<file path="config.mk">
export PLATFORM = sky130hd
export DESIGN_NAME = coil_guard_seq
export DESIGN_NICKNAME = d
export VERILOG_FILES = /design/src/rtl/cgs_pkg.sv /design/src/rtl/cgs_filter.sv /design/src/rtl/cgs_persist.sv /design/src/rtl/cgs_core.sv /design/src/rtl/coil_guard_seq.sv
export SDC_FILE = /design/constraint.sdc
export NUM_CORES = 1
export LEC_CHECK = 0
export BUFFER_PORTS_ARGS = -buffer_cell sky130_fd_sc_hd__buf_2
export CAP_MARGIN = 20
export CORE_MARGIN = 2
export CORE_UTILIZATION = 53
export CTS_BUF_LIST = sky130_fd_sc_hd__clkbuf_16
export DETAILED_ROUTE_END_ITERATION = 12
export PLACE_DENSITY = 0.75
export SYNTH_ARGS = -nofsm -noshare
export SYNTH_HDL_FRONTEND = slang
export SYNTH_HIERARCHICAL = 1
export SYNTH_SLANG_ARGS = --single-unit
</file>
<file path="constraint.sdc">
create_clock -name clk -period 1.3 [get_ports clk]
set_input_delay 0.065 -clock clk [delete_from_list [all_inputs] [get_ports clk]]
set_output_delay 0.065 -clock clk [all_outputs]
set_load 0.02 [all_outputs]
</file>
<file path="src/rtl/cgs_pkg.sv">
package cgs_pkg;
  typedef enum logic [1:0] {
    ST_OFF  = 2'd0,
    ST_ON   = 2'd1,
    ST_SOFT = 2'd2
  } seq_state_t;

  typedef enum logic [2:0] {
    CZ_NONE  = 3'd0,
    CZ_THERM = 3'd1,
    CZ_BOND  = 3'd2,
    CZ_INPOV = 3'd3,
    CZ_SUPOV = 3'd4,
    CZ_EN    = 3'd5
  } clamp_cause_t;
endpackage

</file>
<file path="src/rtl/cgs_filter.sv">
module cgs_filter #(
  parameter int unsigned N = 32
) (
  input  logic clk,
  input  logic rst,
  input  logic rst_val,
  input  logic raw,
  output logic q
);
  localparam int unsigned CW = $clog2(N + 1);
  localparam logic [CW-1:0] LAST = CW'(N - 1);

  logic [CW-1:0] cnt;

  always_ff @(posedge clk) begin
    if (rst) begin
      q   <= rst_val;
      cnt <= '0;
    end else if (raw == q) begin
      cnt <= '0;
    end else if (cnt == LAST) begin
      q   <= raw;
      cnt <= '0;
    end else begin
      cnt <= cnt + 1'b1;
    end
  end
endmodule

</file>
<file path="src/rtl/cgs_persist.sv">
module cgs_persist #(
  parameter int unsigned HOLD = 440
) (
  input  logic clk,
  input  logic rst,
  input  logic lvl,
  output logic act
);
  localparam int unsigned CW = $clog2(HOLD + 1);
  localparam logic [CW-1:0] LAST = CW'(HOLD - 1);

  logic [CW-1:0] cnt;

  always_ff @(posedge clk) begin
    if (rst || !lvl) begin
      cnt <= '0;
      act <= 1'b0;
    end else if (!act) begin
      if (cnt == LAST) begin
        act <= 1'b1;
        cnt <= '0;
      end else begin
        cnt <= cnt + 1'b1;
      end
    end
  end
endmodule

</file>
<file path="src/rtl/cgs_core.sv">
module cgs_core
  import cgs_pkg::*;
(
  input  logic clk,
  input  logic rst,
  input  logic cmd_init,
  input  logic cmd_f,
  input  logic en_n_f,
  input  logic inp_ov,
  input  logic sov_act,
  input  logic hot,
  input  logic bond_fault,
  input  logic i_at_flag,
  input  logic i_zero,
  output logic gate_on,
  output logic clamp_on,
  output logic want_flag_n
);
  seq_state_t   state_q, state_d;
  clamp_cause_t cause_q, cause_d;
  logic prev_q;
  logic thr_q;
  logic rise, fall, en_ok, no_block;

  assign rise     = cmd_f & ~prev_q;
  assign fall     = ~cmd_f & prev_q;
  assign en_ok    = ~en_n_f;
  assign no_block = en_ok & ~hot & ~bond_fault & ~inp_ov & ~sov_act;

  always_comb begin
    state_d = state_q;
    cause_d = cause_q;
    unique case (state_q)
      ST_OFF: begin
        if (rise && no_block) state_d = ST_ON;
      end
      ST_ON: begin
        if (fall) begin
          state_d = ST_OFF;
        end else if (hot) begin
          state_d = ST_SOFT; cause_d = CZ_THERM;
        end else if (bond_fault) begin
          state_d = ST_SOFT; cause_d = CZ_BOND;
        end else if (inp_ov) begin
          state_d = ST_SOFT; cause_d = CZ_INPOV;
        end else if (sov_act) begin
          state_d = ST_SOFT; cause_d = CZ_SUPOV;
        end else if (!en_ok) begin
          state_d = ST_SOFT; cause_d = CZ_EN;
        end
      end
      ST_SOFT: begin
        unique case (cause_q)
          CZ_THERM: if (!cmd_f || i_zero) state_d = ST_OFF;
          CZ_INPOV: if (!inp_ov) state_d = (cmd_f && no_block) ? ST_ON : ST_OFF;
          default:  if (i_zero) state_d = ST_OFF;
        endcase
      end
      default: state_d = ST_OFF;
    endcase
    if (state_d != ST_SOFT) cause_d = CZ_NONE;
  end

  always_ff @(posedge clk) begin
    if (rst) begin
      state_q <= ST_OFF;
      cause_q <= CZ_NONE;
      prev_q  <= cmd_init;
      thr_q   <= 1'b0;
    end else begin
      state_q <= state_d;
      cause_q <= cause_d;
      prev_q  <= cmd_f;
      thr_q   <= (state_q == ST_ON) ? (thr_q | i_at_flag) : 1'b0;
    end
  end

  assign gate_on     = (state_q == ST_ON);
  assign clamp_on    = (state_q == ST_SOFT);
  assign want_flag_n = ~((state_q == ST_ON) & ~thr_q);
endmodule

</file>
<file path="src/rtl/coil_guard_seq.sv">
module coil_guard_seq #(
  parameter int unsigned CMD_FILT  = 32,
  parameter int unsigned EN_FILT   = 32,
  parameter int unsigned FLAG_FILT = 16,
  parameter int unsigned SOV_HOLD  = 440
) (
  input  logic clk,
  input  logic rst,
  input  logic cmd_in,
  input  logic en_n_in,
  input  logic inp_ov,
  input  logic sup_ov,
  input  logic hot,
  input  logic i_at_flag,
  input  logic i_zero,
  input  logic bond_fault,
  output logic gate_on,
  output logic clamp_on,
  output logic flag_n
);
  logic cmd_f, en_n_f, sov_act, want_flag_n;

  cgs_filter #(.N(CMD_FILT)) u_cmd_filt (
    .clk(clk), .rst(rst), .rst_val(cmd_in), .raw(cmd_in), .q(cmd_f)
  );

  cgs_filter #(.N(EN_FILT)) u_en_filt (
    .clk(clk), .rst(rst), .rst_val(1'b1), .raw(en_n_in), .q(en_n_f)
  );

  cgs_persist #(.HOLD(SOV_HOLD)) u_sov (
    .clk(clk), .rst(rst), .lvl(sup_ov), .act(sov_act)
  );

  cgs_core u_core (
    .clk(clk), .rst(rst), .cmd_init(cmd_in), .cmd_f(cmd_f), .en_n_f(en_n_f),
    .inp_ov(inp_ov), .sov_act(sov_act), .hot(hot), .bond_fault(bond_fault),
    .i_at_flag(i_at_flag), .i_zero(i_zero), .gate_on(gate_on),
    .clamp_on(clamp_on), .want_flag_n(want_flag_n)
  );

  cgs_filter #(.N(FLAG_FILT)) u_flag_filt (
    .clk(clk), .rst(rst), .rst_val(1'b1), .raw(want_flag_n), .q(flag_n)
  );
endmodule

</file>
==> impl_metrics.toml <==
[placement]
pre_cts_slack_ns = -0.141
place_hpwl_mm = 2.73
gp_congestion = 0.822
io_buffers = 12
place_area_mm2 = 0.00207

[grt]
grt_usage = 0.246
antenna_found_initial = 0
grt_pass1_wl_mm = 6.71
grt_pass1_vias = 1563
grt_max_degree = 15
overflow = 0

[cts]
cts_sinks = 37
insertion_delay_ns = 0.28
ctsHoldBuffers = 0
cts_buffer_depth = 2
cts_tree = "done"
cts_root_buf = "clkbuf_16"
path_clk_slew_ns = 0.05
cts_made_buffers = 5
cts.htree.levels = 2

[yosys]
ys_seq_area_frac = 0.438
synth_ff_type = "dfxtp_1"
netlist_area_mm2 = 0.00176
synth_edf_count = 3
async_flop_share = 0
syn_area_per_cell_um2 = 9.37
ys_types = 46
synth_top_cells_by_count = "34 x dfxtp_1, 30 x nor2_1, 11 x inv_1, 11 x nand2_1"
synthAdderAreaFrac = 0.0355
yosys.area_share.simple = 0.241
synth_mux_area_frac = 0.0426
netlist.area_leader.share = 0.386
synth_seq_cells = 37
synth_top_family_by_area = "simple AND/OR/NAND/NOR gates"
yosys_warnings = 6
ys_top_cells_by_area = "dfxtp_1 39%, nor2_1 6.4%, edfxtp_1 5.1%"
yosysMostFrequentCell = "dfxtp_1"
synth_xor_area_frac = 0.0597
synth-compound-area-share = 0.154
netlist_instances = 188
synth_top_cell_by_area = "dfxtp_1"

[sta]
skew_ns = 0.00442
finalCritPeriodShare = 1.11
min_period_ns = 1.44
finalSetupViolations = 10
tns_ns = -0.971
layout_setup_ws_ns = -0.145
rsz0062_at_grt = "yes"
max_freq_mhz = 692
slew_violations = 0
finalHoldViolations = 0

[final_layout]
multiInputGateArea_mm2 = 0.00117
regArea_um2 = 782
finish.instance_area_mm2 = 0.00245
layout-drive-gt1-share = 0.396
fin_util = 0.790
diodes = 0
nFillCells = 186
syn_to_final_growth_pct = 39.2
fin_nets = 249

[detailed_routing]
dr.pass1.iters = 4
wirelength_mm = 4.66
drc = 0
wl_per_cell_um = 16.7
num_vias = 1602
drtIter0Drc = 91
postRouteAntennaNets = 0
routed_via_density = 5.74

[power]
pwr-share-clk = 0.445
p_leak_nw = 0.932
peakVddDrop_uv = 945
p_int_w = 0.00198
combinationalPowerShare = 0.090
power.switching_w = 0.000612
p_sw_frac = 0.236
p_seq_frac = 0.465
power.density_mw_per_mm2 = 1060

[run]
drv_cap = 0

[critical_path]
crit_path_cell_trace = "ha_4, nand4b_1, nor4b_4, buf_4, nand3b_1, a31oi_1"
cp-start-kind = "register"
end_kind = "register"
critPathArrivalTime_ns = 1.61
cp_data_required_time_ns = 1.47
slowest_stage = "dfxtp_2"
critPathMaxStageDelay_ns = 0.35
critPathKind = "register to register"
cp_max_fo = 6

[floorplan]
fp.coreArea_mm2 = 0.00310
die_x_um = 61.7
design.die.area_mm2 = 0.00380
initial_utilization = 0.568
fp-row-count = 20
ios = 13
dieHeight_um = 61.7

[hold_path]
hold_path.class = "input pin to register"

[run_status]
violations = "setup timing"
run_status = "finished, violations left"
==> cell families (layout without fill, tap and decap cells) <==
group / Yosys count / count (layout)
and+or+nand+nor: 80 / 80
DFF: 37 / 37
AOI/OAI and AO/OA: 33 / 33
buffers and inverters: 13 / 59
xor gates and xnor gates: 12 / 12
muxes: 7 / 7
adders and majority gates: 5 / 5
other: 1 / 2
==> metal layers <==
layer  global-route usage  wire [um]  up-vias
met4                0.112         89        0
met5                    0          0        -
met1                0.263       1870      789
met2                0.441       2510       51
li1                     -          -      752
met3               0.0735        191       10
==> stage by stage <==
step / std cells / total power [W] / hold slack [ns]
final: 279 / 0.00260 / 0.0663
after global routing: 279 / 0.00268 / 0.0690
after CTS: 276 / 0.00256 / 0.0499
after detailed placement: 264 / 0.00140 / 0.337
after global placement: 264 / 0.00139 / 0.318
after floorplan: 189 / 0.00132 / 0.137
==> path summary, 6_finish.rpt <==
check,from,to,slack (ns),cells past startpoint
worst min-delay path,i_at_flag,u_core/thr_q,0.07,3
worst max register to register,u_sov/cnt[0],u_sov/cnt[5],-0.14,6
worst min register to register,u_flag_filt/cnt[0],u_flag_filt/cnt[0],0.42,1
worst max-delay path,u_sov/cnt[0],u_sov/cnt[5],-0.14,6
==> registers in the layout (all words and copies together), names as in the netlist <==
| name | count |
|---|---|
| u_cmd_filt/cnt | 6 |
| u_cmd_filt/q | 1 |
| u_core/cause_q | 3 |
| u_core/prev_q | 1 |
| u_core/state_q | 2 |
| u_core/thr_q | 1 |
| u_en_filt/cnt | 6 |
| u_en_filt/q | 1 |
| u_flag_filt/cnt | 5 |
| u_flag_filt/q | 1 |
| u_sov/act | 1 |
| u_sov/cnt | 9 |
==> critical path, delay by kind of cell (launching register included) <==
| kind | cells | cell delay [ns] |
|---|---|---|
| compound gates | 1 | 0.08 |
| fa+ha+maj | 1 | 0.14 |
| buf+inv | 1 | 0.18 |
| flops | 1 | 0.35 |
| simple gates | 3 | 0.59 |
==> cell type report <==
cell class | count | area share
clock buffer | 5 | 0.0510
clock inverter | 3 | 0.00510
inverter | 11 | 0.0168
multi-input combinational | 139 | 0.476
sequential | 37 | 0.319
tap | 44 | 0.0224
timing repair buffer | 40 | 0.110
==> cell usage in the layout (no fill, tap or decap), types with 6 or more instances in the layout <==
cell type / count
o21ai_0: 6
dfxtp_2: 6
dfxtp_1: 27
nand2_1: 11
nor2_1: 29
xnor2_1: 6
buf_4: 28
buf_2: 12
inv_1: 11
==> power by group through the flow <==
stage / logic [W] / registers [W] / clock network, W
after floorplan: 0.0000943 / 0.00123 / 0
after global placement: 0.000166 / 0.00122 / 0
after detailed placement: 0.000177 / 0.00123 / 0
after CTS: 0.000194 / 0.00120 / 0.00116
after global routing: 0.000256 / 0.00121 / 0.00122
final: 0.000234 / 0.00121 / 0.00116
==> what timing repair did <==
action                                  4_1_cts  5_1_grt
gates cloned                                  0        0
gates resized for setup                      11       22
setup buffers                                 4        3
endpoints found under the setup margin       20       25
pin swaps                                     6       10
No activity file was read; power rests on OpenSTA's default activity.
